## src/rtl/fll_pkg.sv

```systemverilog
// Shared constants and types for the frequency-locked loop tuner.
// Assumes a 32-bit configuration write bus and a 2-bit register select.
package fll_pkg;
    localparam int COARSE_W = 6;
    localparam int FINE_W   = 10;
    localparam int MULT_W   = 16;
    localparam int DATA_W   = 32;
    localparam int SEL_W    = 2;
    localparam int HI_LSB   = 16;   // second field of the step and calibration words

    // control word bit positions
    localparam int CTL_EN      = 0;
    localparam int CTL_CLOSED  = 1;
    localparam int CTL_WAIT    = 2;
    localparam int CTL_FRAME   = 3;
    localparam int CTL_NOCHILL = 4;

    typedef enum logic [SEL_W-1:0] {
        SEL_CTRL = 2'd0,
        SEL_MULT = 2'd1,
        SEL_STEP = 2'd2,
        SEL_CAL  = 2'd3
    } cfg_sel_e;

    typedef struct packed {
        logic                enable;
        logic                closed;
        logic                wait_lock;
        logic                frame;
        logic                no_chill;
        logic [MULT_W-1:0]   mult;
        logic [COARSE_W-1:0] cstep;
        logic [FINE_W-1:0]   fstep;
        logic [COARSE_W-1:0] cal_coarse;
        logic [FINE_W-1:0]   cal_fine;
    } cfg_t;
endpackage

```

## src/rtl/fll_cfg_regs.sv

```systemverilog
// Configuration register file with a write-busy window.
// Assumes: a write is taken only while ready; each accepted write blocks
// further writes for BUSY_CYC cycles.
module fll_cfg_regs
    import fll_pkg::*;
#(
    parameter int BUSY_CYC = 2
) (
    input  logic              clk,
    input  logic              rst_n,
    input  logic              we,
    input  logic [SEL_W-1:0]  sel,
    input  logic [DATA_W-1:0] wdata,
    output logic              ready,
    output cfg_t              cfg
);
    localparam int BW = $clog2(BUSY_CYC + 1);

    logic [BW-1:0] busy_q;
    logic          take;
    logic          unused_hi;

    assign take      = we && (busy_q == '0);
    assign ready     = (busy_q == '0);
    assign unused_hi = ^wdata[DATA_W-1:HI_LSB+FINE_W];

    // busy window counter started by each accepted write
    always_ff @(posedge clk) begin
        if (!rst_n)
            busy_q <= '0;
        else if (take)
            busy_q <= BW'(BUSY_CYC);
        else if (busy_q != '0)
            busy_q <= busy_q - 1'b1;
    end

    // register update for the selected target
    always_ff @(posedge clk) begin
        if (!rst_n) begin
            cfg <= '0;
        end else if (take) begin
            case (cfg_sel_e'(sel))
                SEL_CTRL: begin
                    cfg.enable    <= wdata[CTL_EN];
                    cfg.closed    <= wdata[CTL_CLOSED];
                    cfg.wait_lock <= wdata[CTL_WAIT];
                    cfg.frame     <= wdata[CTL_FRAME];
                    cfg.no_chill  <= wdata[CTL_NOCHILL];
                end
                SEL_MULT: cfg.mult <= wdata[MULT_W-1:0];
                SEL_STEP: begin
                    cfg.cstep <= wdata[COARSE_W-1:0];
                    cfg.fstep <= wdata[HI_LSB +: FINE_W];
                end
                SEL_CAL: begin
                    cfg.cal_coarse <= wdata[COARSE_W-1:0];
                    cfg.cal_fine   <= wdata[HI_LSB +: FINE_W];
                end
                default: ;
            endcase
        end
    end
endmodule

```

## src/rtl/fll_err_unit.sv

```systemverilog
// Combinational error evaluation: signed count error, clamped coarse and fine
// step magnitudes, and the small-error and zero-step indications.
// Assumes the error width covers both the multiplier and the count.
module fll_err_unit
    import fll_pkg::*;
#(
    parameter int CNT_W        = 16,
    parameter int COARSE_SHIFT = 3
) (
    input  logic [MULT_W-1:0]   mult,
    input  logic [CNT_W-1:0]    count,
    input  logic [COARSE_W-1:0] cstep,
    input  logic [FINE_W-1:0]   fstep,
    output logic                err_neg,
    output logic                err_zero,
    output logic                err_small,
    output logic                coarse_mag_zero,
    output logic [COARSE_W-1:0] coarse_delta,
    output logic [FINE_W-1:0]   fine_delta
);
    localparam int EW = ((MULT_W > CNT_W) ? MULT_W : CNT_W) + 1;

    logic signed [EW-1:0] err;
    logic        [EW-1:0] mag;
    logic        [EW-1:0] cmag;

    // error, magnitude and clamped step sizes
    always_comb begin
        err          = $signed(EW'(mult)) - $signed(EW'(count));
        mag          = err[EW-1] ? -err : err;
        cmag         = mag >> COARSE_SHIFT;
        coarse_delta = (cmag > EW'(cstep)) ? cstep : cmag[COARSE_W-1:0];
        fine_delta   = (mag > EW'(fstep)) ? fstep : mag[FINE_W-1:0];
    end

    assign err_neg         = err[EW-1];
    assign err_zero        = (err == '0);
    assign err_small       = (mag <= EW'(1));
    assign coarse_mag_zero = (cmag == '0);
endmodule

```

## src/rtl/fll_track.sv

```systemverilog
// Tracking engine: holds the codes, runs the coarse search until lock and
// then the fine search, inserts a settling pause after a code change, and
// keeps the lock flags. Assumes ref_tick is a single-cycle pulse.
module fll_track
    import fll_pkg::*;
#(
    parameter int LOCK_RUN = 4,
    parameter int REV_LOCK = 2
) (
    input  logic                clk,
    input  logic                rst_n,
    input  cfg_t                cfg,
    input  logic                ref_tick,
    input  logic                err_neg,
    input  logic                err_zero,
    input  logic                err_small,
    input  logic                coarse_mag_zero,
    input  logic [COARSE_W-1:0] coarse_delta,
    input  logic [FINE_W-1:0]   fine_delta,
    output logic [COARSE_W-1:0] coarse_code,
    output logic [FINE_W-1:0]   fine_code,
    output logic                coarse_lock,
    output logic                fine_lock,
    output logic                tracking
);
    localparam int RUN_W = $clog2(LOCK_RUN + 1);
    localparam int REV_W = $clog2(REV_LOCK + 1);

    logic [COARSE_W-1:0] coarse_q, coarse_nx;
    logic [FINE_W-1:0]   fine_q, fine_nx;
    logic [COARSE_W:0]   coarse_sum;
    logic [FINE_W:0]     fine_sum;
    logic                cl_q, fl_q, chill_q;
    logic [RUN_W-1:0]    run_q;
    logic [REV_W-1:0]    rev_q;
    logic                last_neg_q, sign_seen_q;
    logic                fine_phase, act, rev_hit;

    assign tracking   = cfg.enable & (cfg.closed | cfg.frame);
    assign fine_phase = cfg.frame | cl_q;
    assign act        = tracking & ref_tick & ~(chill_q & ~cfg.no_chill);
    assign rev_hit    = ~err_zero & sign_seen_q & (err_neg != last_neg_q);

    // saturating next values of both codes
    always_comb begin
        coarse_sum = {1'b0, coarse_q} + {1'b0, coarse_delta};
        fine_sum   = {1'b0, fine_q} + {1'b0, fine_delta};
        if (err_neg) begin
            coarse_nx = (coarse_delta > coarse_q) ? '0 : coarse_q - coarse_delta;
            fine_nx   = (fine_delta > fine_q) ? '0 : fine_q - fine_delta;
        end else begin
            coarse_nx = coarse_sum[COARSE_W] ? '1 : coarse_sum[COARSE_W-1:0];
            fine_nx   = fine_sum[FINE_W] ? '1 : fine_sum[FINE_W-1:0];
        end
    end

    // code registers and settling-pause flag
    always_ff @(posedge clk) begin
        if (!rst_n) begin
            coarse_q <= '0;
            fine_q   <= '0;
            chill_q  <= 1'b0;
        end else if (!tracking) begin
            coarse_q <= cfg.cal_coarse;
            fine_q   <= cfg.cal_fine;
            chill_q  <= 1'b0;
        end else if (ref_tick) begin
            if (!act) begin
                chill_q <= 1'b0;
            end else if (fine_phase) begin
                fine_q  <= fine_nx;
                chill_q <= (fine_nx != fine_q);
            end else begin
                coarse_q <= coarse_nx;
                chill_q  <= (coarse_nx != coarse_q);
            end
        end
    end

    // coarse lock from sign reversals or a zero scaled step
    always_ff @(posedge clk) begin
        if (!rst_n || !tracking) begin
            cl_q        <= 1'b0;
            rev_q       <= '0;
            last_neg_q  <= 1'b0;
            sign_seen_q <= 1'b0;
        end else if (act && !fine_phase) begin
            if (!err_zero) begin
                last_neg_q  <= err_neg;
                sign_seen_q <= 1'b1;
            end
            if (rev_hit)
                rev_q <= rev_q + 1'b1;
            if (coarse_mag_zero || (rev_hit && rev_q == REV_W'(REV_LOCK - 1)))
                cl_q <= 1'b1;
        end
    end

    // fine lock from a run of small errors
    always_ff @(posedge clk) begin
        if (!rst_n || !tracking) begin
            run_q <= '0;
            fl_q  <= 1'b0;
        end else if (act && fine_phase) begin
            if (err_small) begin
                if (run_q != RUN_W'(LOCK_RUN))
                    run_q <= run_q + 1'b1;
                if (run_q >= RUN_W'(LOCK_RUN - 1))
                    fl_q <= 1'b1;
            end else begin
                run_q <= '0;
                fl_q  <= 1'b0;
            end
        end
    end

    assign coarse_code = coarse_q;
    assign fine_code   = fine_q;
    assign coarse_lock = cl_q;
    assign fine_lock   = fl_q;
endmodule

```

## src/rtl/fll_tuner.sv

```systemverilog
// Top of the frequency-locked loop tuner: configuration registers, error
// evaluation, tracking engine and the output clock gate decision.
// Assumes osc_count is valid in the cycle ref_tick is high.
module fll_tuner
    import fll_pkg::*;
#(
    parameter int CNT_W        = 16,
    parameter int COARSE_SHIFT = 3,
    parameter int LOCK_RUN     = 4,
    parameter int REV_LOCK     = 2,
    parameter int BUSY_CYC     = 2
) (
    input  logic                clk,
    input  logic                rst_n,
    input  logic                cfg_we,
    input  logic [SEL_W-1:0]    cfg_sel,
    input  logic [DATA_W-1:0]   cfg_wdata,
    input  logic                ref_tick,
    input  logic [CNT_W-1:0]    osc_count,
    output logic [COARSE_W-1:0] coarse_code,
    output logic [FINE_W-1:0]   fine_code,
    output logic                coarse_lock,
    output logic                fine_lock,
    output logic                clk_gate_en,
    output logic                cfg_ready
);
    cfg_t                cfg;
    logic                err_neg, err_zero, err_small, coarse_mag_zero;
    logic [COARSE_W-1:0] coarse_delta;
    logic [FINE_W-1:0]   fine_delta;
    logic                tracking, locked;

    fll_cfg_regs #(.BUSY_CYC(BUSY_CYC)) u_regs (
        .clk   (clk),
        .rst_n (rst_n),
        .we    (cfg_we),
        .sel   (cfg_sel),
        .wdata (cfg_wdata),
        .ready (cfg_ready),
        .cfg   (cfg)
    );

    fll_err_unit #(.CNT_W(CNT_W), .COARSE_SHIFT(COARSE_SHIFT)) u_err (
        .mult            (cfg.mult),
        .count           (osc_count),
        .cstep           (cfg.cstep),
        .fstep           (cfg.fstep),
        .err_neg         (err_neg),
        .err_zero        (err_zero),
        .err_small       (err_small),
        .coarse_mag_zero (coarse_mag_zero),
        .coarse_delta    (coarse_delta),
        .fine_delta      (fine_delta)
    );

    fll_track #(.LOCK_RUN(LOCK_RUN), .REV_LOCK(REV_LOCK)) u_track (
        .clk             (clk),
        .rst_n           (rst_n),
        .cfg             (cfg),
        .ref_tick        (ref_tick),
        .err_neg         (err_neg),
        .err_zero        (err_zero),
        .err_small       (err_small),
        .coarse_mag_zero (coarse_mag_zero),
        .coarse_delta    (coarse_delta),
        .fine_delta      (fine_delta),
        .coarse_code     (coarse_code),
        .fine_code       (fine_code),
        .coarse_lock     (coarse_lock),
        .fine_lock       (fine_lock),
        .tracking        (tracking)
    );

    // gate opens when enabled unless waiting for a lock that is not yet there
    always_comb begin
        locked      = cfg.frame ? fine_lock : (coarse_lock & fine_lock);
        clk_gate_en = cfg.enable & ~(tracking & cfg.wait_lock & ~locked);
    end
endmodule

```

## config.mk

```make
export PLATFORM = sky130hd
export DESIGN_NAME = fll_tuner
export DESIGN_NICKNAME = d
export VERILOG_FILES = /design/src/rtl/fll_pkg.sv /design/src/rtl/fll_cfg_regs.sv /design/src/rtl/fll_err_unit.sv /design/src/rtl/fll_track.sv /design/src/rtl/fll_tuner.sv
export SDC_FILE = /design/constraint.sdc
export NUM_CORES = 1
export LEC_CHECK = 0
export BUFFER_PORTS_ARGS = -buffer_cell sky130_fd_sc_hd__buf_2
export CORE_ASPECT_RATIO = 2
export CORE_MARGIN = 3
export CORE_UTILIZATION = 30
export CTS_CLUSTER_DIAMETER = 200
export DETAILED_ROUTE_END_ITERATION = 10
export MAX_ROUTING_LAYER = met4
export SLEW_MARGIN = 20
export SYNTH_ARGS = -nofsm -noshare
export SYNTH_HDL_FRONTEND = slang
export SYNTH_HIERARCHICAL = 1
export SYNTH_SLANG_ARGS = --single-unit
export TNS_END_PERCENT = 10
```

## constraint.sdc

```tcl
create_clock -name clk -period 8.54 [get_ports clk]
set_input_delay 0 -clock clk [delete_from_list [all_inputs] [get_ports clk]]
set_output_delay 0 -clock clk [all_outputs]
set_load 0.03 [all_outputs]
```

==> impl_metrics.csv, run 1 <==
group,metric,value,unit
finish,synthToLayoutAreaGrowth,14.5,%
synthesis,synth_area,7710,µm²
pwr,p_leak,3.74,nW
synthesis,syn_inst,939,
synthesis,yosys_register_bits,81,
cts,root_buffer,"clkbuf_16",
detailed_routing,drc,0,
global_routing,grt_max_degree,58,
sta,rsz0062_at_grt,"no",
synthesis,synth_top_family_by_area,"compound AO/OA/AOI/OAI gates",
critical_path,startpoint_type,"flop",
sta,period_minus_slack,7.92,ns
pwr,power_density,133,nW/µm²
global_routing,grt_pass1_wl,36.6,mm
sta,slew_headroom,31.4,%
finish,multi_input_area,5560,µm²
detailed_routing,wirelength,23.0,mm
global_routing,grt_use_total,17.0,%
global_routing,antenna_found_initial,0,
die,core_area,25100,µm²
worst_hold_path,hold_class,"in2reg",
sta,fin_tns_setup,0,ns
place,hpwl,18.9,mm
critical_path,critPathSlowestCell,"a211oi_2",
run_status,status,"finished clean",
synthesis,yosys_warnings,6,
die,start_util,30.7,%
critical_path,cpMostUsedCell,"o21a_1",
cts,clk_pin_slew,0.07,ns
detailed_routing,avgViaCountPerCell,5.20,
detailed_routing,met3_length,404,µm
detailed_routing,drt-pass1-iter-count,5,
finish,seq_area,1620,µm²
sta,maxSlewViolCount,0,
synthesis,synth_compound_area_share,22.4,%
die,die_height,233,µm
global_routing,grt_pass1_vias,7085,
critical_path,slowest_delay,0.49,ns
cts,clk_latency,0.35,ns
finish,insertedDiodeCount,0,
global_routing,grt.overflow.total,0,
critical_path,r2r_slack,0.62,ns
sta,worst_pin_slew,1.03,ns
critical_path,crit_type,"reg2reg",
synthesis,seq_area_frac_synth,21.0,%
synthesis,synth_async_sr_flop_share,0,%
sta,skew,0.0103,ns
critical_path,worstPathArrival,8.15,ns
place,place_area,8320,µm²
pwr,vdd_drop_max,107,µV
synthesis,synth.area.mux_share,10.8,%
detailed_routing,wl_met2,13.5,mm
critical_path,path_delay_family,"compound AO/OA/AOI/OAI gates",
critical_path,crit_buf_inv,1,
detailed_routing,top_layer,"met4",
sta,post-route-period-util,92.8,%
sta,setup_viol,0,
sta,fmax,126,MHz
synthesis,synthSimpleGateAreaFrac,21.9,%
synthesis,synth_edf_count,0,
die,boundaryPins,74,
detailed_routing,vias,7025,
cts,clock_sinks,81,
cts,htree_levels,3,
die,placementRows,82,
finish,layout-drive-gt1-share,15.9,%
finish,fill_cells,2643,
die,die-width,119,µm
finish,nNetsFinal,1139,
cts,numCtsBuffers,9,
synthesis,post_synth_xor_area_fraction,4.41,%
run,maxCapViolations,0,
detailed_routing,final_antenna_net_count,0,
detailed_routing,drtIter0Drc,276,
synthesis,ys.flop_type,"dfxtp_1",
sta,fin_hold_ws,0.0137,ns
critical_path,crit_path_end_kind,"flop",
finish,stdcell_area,8830,µm²
die,die_area,27800,µm²
place,place_congestion,0.925,
cts,cts_buffer_depth,2,
critical_path,path_max_fanout,11,
synthesis,syn_nets,1067,
place,port-buffer-count,67,
detailed_routing,wire_per_inst,17.0,µm
synthesis,synthAdderAreaFrac,12.5,%
sta,hold_violations,0,
synthesis,syn_avg_cell_area,8.21,µm²
detailed_routing,drt-met1-wl,7.90,mm
cts,cts_tree,"yes",
synthesis,post_synth_num_cell_types,111,
critical_path,critPathRequiredTime,8.77,ns
## sequential cells by signal, indices dropped and copies added, names as in the netlist
signal	cells
u_track/last_neg_q	1
u_track/chill_q	1
u_track/rev_q	2
u_track/coarse_code	6
u_track/coarse_lock	1
u_regs/cfg	53
u_track/run_q	3
u_track/fine_lock	1
u_regs/busy_q	2
u_track/sign_seen_q	1
u_track/fine_code	10
## per-layer routing
layer  up-vias  track usage [%]
li1       3527                -
met1      3330             14.7
met2       116             34.5
met3        52             1.51
met4         0             9.93
met5         -                -
## timing repair
| item | CTS | global route |
|---|---|---|
| gates resized for setup | 0 | 0 |
| hold endpoints to repair | 32 | 0 |
| setup buffers | 0 | 0 |
| endpoints found under the setup margin | 0 | 0 |
| hold buffers | 21 | 0 |
## cells by family (layout without fill, tap and decap cells)
logic type               after synthesis  in the layout
AO/OA/AOI/OAI                        229            229
multiplexers                          75             75
flip-flops                            81             81
AND/OR/NAND/NOR                      327            327
XOR/XNOR                              38             38
buffers and inverters                115            191
adder cells (fa/ha/maj)               74             74
## per-stage QoR
step | setup WS (ns) | util [%] | total power, W | cells
2_1_floorplan | 1.72 | - | 0.000670 | 939
3_3_place_gp | 0.837 | 33.1 | 0.000766 | 1315
3_5_place_dp | 0.737 | 33.1 | 0.000771 | 1315
4_1_cts | 0.688 | 35.1 | 0.00119 | 1351
5_1_grt | 0.156 | 35.1 | 0.00124 | 1351
6_report | 0.617 | 35.1 | 0.00118 | 1351
## cell usage after synthesis (all sizes together), types with 13 or more instances
cell type / count / area (µm²)
a211oi: 13 / 108
a21oi: 43 / 238
and2: 15 / 95.1
buf: 15 / 115
clkbuf: 24 / 131
dfxtp: 81 / 1620
ha: 69 / 863
inv: 76 / 285
mux2: 16 / 233
mux2i: 59 / 603
nand2: 123 / 462
nand2b: 16 / 100
nand4: 16 / 115
nor2: 64 / 240
nor3: 19 / 116
o211ai: 14 / 115
o21ai: 33 / 165
xnor2: 26 / 228
## path summary, 6_finish.rpt
path,to,start,depth (start not counted)
worst max-delay path,u_track/chill_q,u_regs/cfg[32],32
worst min-delay path,u_regs/cfg[11],cfg_wdata[1],3
worst max register to register,u_track/chill_q,u_regs/cfg[32],32
worst min register to register,u_regs/cfg[19],u_regs/cfg[19],2
## power breakdown
part | switching [W] | internal, W | total [W] | leakage, nW
sequential | 0.00000872 | 0.000388 | 0.000397 | 0.656
clock | 0.000168 | 0.000235 | 0.000403 | 0.146
combinational | 0.000217 | 0.000159 | 0.000376 | 2.93
## placed cells by master, fill, tap and decap left out, types with 15 or more instances in the layout
cell | netlist | routed
nand4_1 | 15 | 15
a21oi_1 | 39 | 39
nand2_1 | 123 | 123
dfxtp_1 | 81 | 81
dlygate4sd3_1 | 0 | 21
xnor2_1 | 26 | 26
ha_1 | 69 | 69
inv_1 | 73 | 73
o21ai_0 | 29 | 29
nor3_1 | 16 | 16
mux2i_1 | 58 | 58
nor2_1 | 64 | 64
buf_2 | 7 | 66
nand2b_1 | 16 | 16
## worst register-to-register path: cells and delay by family, from the launching register on
kind / cells / cell delay, ns
fa+ha+maj: 5 / 1.64
buf+inv: 1 / 0.04
mux: 1 / 0.21
simple gates: 7 / 1.47
xor+xnor: 1 / 0.17
flops: 1 / 0.33
compound gates: 17 / 3.94
## area by class of cell
type                       instances  area share, %
multi-input combinational        743           63.0
sequential                        81           18.4
timing repair buffer             100           7.23
tap                              336           4.76
inverter                          76           3.23
clock buffer                      10           2.71
clock inverter                     5          0.723
No activity file was read; power rests on OpenSTA's default activity.
==> inputs of run 2 (changes only) <==
--- a/config.mk
+++ b/config.mk
@@ -13,4 +13,5 @@
 export DETAILED_ROUTE_END_ITERATION = 10
 export MAX_ROUTING_LAYER = met4
+export PLACE_DENSITY = 0.48
 export SLEW_MARGIN = 20
 export SYNTH_ARGS = -nofsm -noshare
==> constraint.sdc (replaced) <==
create_clock -name clk -period 8.54 [get_ports clk]
set_input_delay 0.854 -clock clk [delete_from_list [all_inputs] [get_ports clk]]
set_output_delay 0.854 -clock clk [all_outputs]
set_load 0.03 [all_outputs]
==> impl_metrics.csv, run 2 (synthesized netlist as in run 1, its figures left out) <==
group,metric,value,unit
run_status,status,"finished clean",
critical_path,cpMostUsedCell,"o21a_1",
global_routing,grt.overflow.total,0,
pwr,vdd_drop_max,108,µV
sta,fmax,127,MHz
die,die_area,27800,µm²
place,hpwl,20.1,mm
finish,layout-drive-gt1-share,19.6,%
finish,synthToLayoutAreaGrowth,16.2,%
global_routing,grt_use_met3,1.85,%
critical_path,slowest_delay,0.48,ns
global_routing,antenna_found_initial,0,
detailed_routing,wire_per_inst,17.8,µm
detailed_routing,drc,0,
critical_path,crit_path_end_kind,"flop",
finish,seq_area,1620,µm²
finish,top_register,"u_regs/cfg",
global_routing,grt_max_degree,57,
detailed_routing,wirelength,24.4,mm
sta,maxSlewViolCount,0,
worst_hold_path,hold_class,"reg2reg",
finish,final_common_cell,"nand2_1",
cts,root_buffer,"clkbuf_16",
critical_path,critPathRequiredTime,8.77,ns
detailed_routing,final_antenna_net_count,0,
die,start_util,30.7,%
detailed_routing,avgViaCountPerCell,5.20,
place,place_inst,1356,
finish,largest_reg_flops,53,
cts,cts_buffer_depth,2,
sta,rsz0062_at_grt,"no",
finish,fill_cells,2663,
global_routing,gr-usage-met1,16.3,%
cts,cts_resized,0,
cts,cts_tree,"yes",
global_routing,top_usage_layer,"met2",
finish,nNetsFinal,1159,
finish,stdcell_count,1372,
critical_path,startpoint_type,"input port",
cts,clock_sinks,81,
sta,fin_tns_setup,0,ns
critical_path,path_max_fanout,9,
global_routing,grt_pass1_wl,38.7,mm
detailed_routing,drt-pass1-iter-count,5,
die,die_height,233,µm
sta,slew_headroom,29.0,%
finish,final_cell_mix,"nand2_1, dfxtp_1, inv_1, ha_1, buf_2",
sta,period_minus_slack,7.88,ns
die,die-width,119,µm
cts,numCtsBuffers,9,
die,placementRows,82,
place,port-buffer-count,67,
sta,skew,0.00695,ns
sta,post-route-period-util,92.3,%
global_routing,grt_pass1_vias,7292,
critical_path,critPathSlowestCell,"ha_1",
cts,ctsHoldBuffers,0,
finish,insertedDiodeCount,0,
die,core_area,25100,µm²
sta,hold_violations,0,
cts,clk_latency,0.36,ns
cts,postCtsSetupBuffers,0,
finish,multi_input_area,5560,µm²
pwr,power_density,139,nW/µm²
critical_path,crit_type,"in2reg",
critical_path,worstPathArrival,8.12,ns
sta,worst_pin_slew,1.06,ns
cts,clk_pin_slew,0.07,ns
detailed_routing,vias,7135,
detailed_routing,drtIter0Drc,256,
pwr,p_leak,3.87,nW
global_routing,grt_use_total,18.3,%
global_routing,grt_use_met2,37.1,%
sta,setup_viol,0,
die,boundaryPins,74,
cts,htree_levels,3,
run,maxCapViolations,0,
place,place_congestion,0.893,
## run 2: changes by cell type in the layout (fill, tap and decap cells not counted)
cell,delta
buf_4,+41
dlygate4sd3_1,-21
bufinv_16,+1
clkinvlp_4,-1
inv_6,+1
## run 2: through the flow
| step | total power [W] | utilization (%) | worst slack [ns] | hold WS, ns | instance area, µm² |
|---|---|---|---|---|---|
| after floorplan | 0.000670 | - | 1.23 | 0.430 | 7710 |
| after global placement | 0.000803 | 34.3 | 0.390 | 0.444 | 8620 |
| after detailed placement | 0.000804 | 34.3 | 0.341 | 0.449 | 8620 |
| after CTS | 0.00126 | 35.6 | 0.695 | 0.459 | 8960 |
| after global routing | 0.00131 | 35.6 | 0.322 | 0.482 | 8960 |
| final | 0.00124 | 35.6 | 0.657 | 0.457 | 8960 |
## run 2: worst paths after layout
path                  startpoint         endpoint  slack [ns]  cells past startpoint
setup / recovery    osc_count[0]  u_track/chill_q        0.66                     33
hold / removal    u_regs/cfg[32]   u_regs/cfg[32]        0.46                      2
setup reg to reg  u_regs/cfg[32]  u_track/chill_q        0.88                     33
hold reg to reg   u_regs/cfg[32]   u_regs/cfg[32]        0.46                      2
## run 2: power breakdown
group | switching [W] | internal [W]
Clock | 0.000180 | 0.000268
Combinational | 0.000225 | 0.000174
Sequential | 0.00000865 | 0.000388
Total | 0.000414 | 0.000829
## run 2: critical path: cells and delay by family
kind	cells	cell delay (ns)
AND/OR/NAND/NOR	7	1.07
adder cells (fa/ha/maj)	4	1.44
AO/OA/AOI/OAI	17	3.78
buffers and inverters	3	0.38
XOR/XNOR	1	0.20
multiplexers	1	0.37
## run 2: routing by layer
metal  up-vias  part of all wire [%]
met3        50                   1.7
li1       3558                     -
met1      3411                    35
met2       116                    59
met4         0                   4.7
met5         -                     0
## run 2: layout make-up
type | count | area share, %
Inverter | 76 | 3.18
Sequential cell | 81 | 18.1
Multi-Input combinational cell | 743 | 62.1
Clock buffer | 10 | 2.67
Tap cell | 336 | 4.69
Timing Repair Buffer | 120 | 8.21
Clock inverter | 6 | 1.06
==> inputs of run 3 (changes only) <==
- GPL_TIMING_DRIVEN: unset -> 0
==> impl_metrics.csv, run 3 (synthesized netlist as in run 1, its figures left out) <==
group,metric,value,unit
critical_path,critPathSlowestCell,"fa_1",
detailed_routing,wirelength,25.4,mm
global_routing,top_usage_layer,"met2",
cts,numCtsBuffers,9,
finish,fill_cells,2677,
die,placementRows,82,
cts,cts_tree,"yes",
finish,layout-drive-gt1-share,17.1,%
sta,post-route-period-util,94.5,%
critical_path,slowest_delay,0.43,ns
sta,period_minus_slack,8.07,ns
finish,final_common_cell,"nand2_1",
finish,seq_area,1620,µm²
detailed_routing,drt-pass1-iter-count,5,
critical_path,crit_buf_inv,3,
finish,largest_reg_flops,53,
finish,final_cell_mix,"nand2_1, dfxtp_1, buf_2, inv_1, ha_1",
global_routing,grt_use_met3,1.97,%
detailed_routing,drc,0,
pwr,power_density,140,nW/µm²
critical_path,path_delay_family,"compound AO/OA/AOI/OAI gates",
finish,synthToLayoutAreaGrowth,15.2,%
worst_hold_path,hold_class,"reg2reg",
die,die-width,119,µm
place,place_congestion,0.865,
run_status,status,"finished clean",
sta,slew_headroom,34.4,%
die,die_area,27800,µm²
detailed_routing,final_antenna_net_count,0,
cts,htree_levels,3,
place,place_area,8460,µm²
global_routing,grt_pass1_wl,39.2,mm
global_routing,grt_max_degree,16,
critical_path,crit_type,"in2reg",
sta,maxSlewViolCount,0,
sta,fmax,124,MHz
cts,clk_pin_slew,0.06,ns
finish,insertedDiodeCount,0,
sta,skew,0.00763,ns
critical_path,crit_path_end_kind,"flop",
pwr,p_leak,3.78,nW
die,boundaryPins,74,
finish,stdcell_count,1364,
cts,cts_buffer_depth,2,
global_routing,antenna_found_initial,0,
global_routing,gr-usage-met1,16.5,%
die,start_util,30.7,%
cts,root_buffer,"clkbuf_16",
die,core_area,25100,µm²
finish,nNetsFinal,1151,
sta,setup_viol,0,
global_routing,grt_pass1_vias,7269,
cts,clk_latency,0.36,ns
die,die_height,233,µm
detailed_routing,vias,7105,
cts,clock_sinks,81,
sta,rsz0062_at_grt,"no",
finish,stdcell_area,8880,µm²
detailed_routing,drtIter0Drc,311,
place,hpwl,21.2,mm
pwr,power,0.00124,W
place,place_inst,1342,
sta,worst_pin_slew,0.978,ns
sta,fin_hold_ws,0.461,ns
finish,multi_input_area,5570,µm²
sta,hold_violations,0,
pwr,vdd_drop_max,106,µV
critical_path,cpMostUsedCell,"o21a_1",
critical_path,critPathRequiredTime,8.77,ns
place,port-buffer-count,67,
detailed_routing,wire_per_inst,18.7,µm
detailed_routing,avgViaCountPerCell,5.21,
cts,ctsHoldBuffers,0,
critical_path,path_max_fanout,10,
finish,top_register,"u_regs/cfg",
global_routing,grt_use_total,18.9,%
global_routing,grt.overflow.total,0,
run,maxCapViolations,0,
critical_path,worstPathArrival,8.29,ns
critical_path,startpoint_type,"input port",
global_routing,grt_use_met2,39.0,%
==> run 3: changes by cell type in the layout (fill, tap and decap cells not counted), moves of 3 or more <==
cell	before	now
clkbuf_1	0	19
buf_2	66	74
buf_4	54	9
buf_6	0	3
clkbuf_8	1	4
==> run 3: through the flow <==
stage	setup WS, ns	setup TNS, ns	utilization [%]
2_1_floorplan	1.23	0	-
3_3_place_gp	-0.310	-0.310	33.7
3_5_place_dp	-0.298	-0.298	33.7
4_1_cts	0.0470	0	35.1
5_1_grt	0.0435	0	35.3
6_report	0.474	0	35.3
==> run 3: final cells by class <==
cell class              count  share of cell area [%]
multi-input cells         743                    62.8
well taps                 336                    4.74
clock buffers               9                    2.54
inverters                  76                    3.21
flip-flops and latches     81                    18.3
plain buffers              39                    2.78
clock inverters             7                    1.40
repair buffers             73                    4.28
==> run 3: what timing repair did <==
item / 4_1_cts / 5_1_grt
setup buffers: 0 / 6
endpoints found under the setup margin: 0 / 1
gates resized for setup: 0 / 3
==> run 3: path summary, 6_finish.rpt <==
check / to / cells after the start / startpoint / slack (ns)
hold / removal: u_regs/cfg[32] / 2 / u_regs/cfg[32] / 0.46
setup reg to reg: u_track/chill_q / 33 / u_regs/cfg[32] / 0.70
setup / recovery: u_track/chill_q / 33 / osc_count[0] / 0.47
hold reg to reg: u_regs/cfg[32] / 2 / u_regs/cfg[32] / 0.46
==> run 3: metal layers <==
layer | part of all wire [%] | vias to the layer above
met5 | 0 | -
met4 | 4.2 | 0
met3 | 2.4 | 44
met2 | 60 | 145
met1 | 34 | 3373
li1 | - | 3543
==> run 3: where the power goes <==
| group | internal, W | switching (W) | total, W |
|---|---|---|---|
| Combinational | 0.000154 | 0.000222 | 0.000376 |
| Clock | 0.000289 | 0.000180 | 0.000469 |
| Sequential | 0.000388 | 0.00000882 | 0.000397 |
| Total | 0.000830 | 0.000412 | 0.00124 |
==> run 3: worst min-delay path: cells and delay by family (launching register included) <==
| family | cells | cell delay [ns] |
|---|---|---|
| AND/OR/NAND/NOR | 1 | 0.05 |
| flip-flops | 1 | 0.31 |
| multiplexers | 1 | 0.05 |
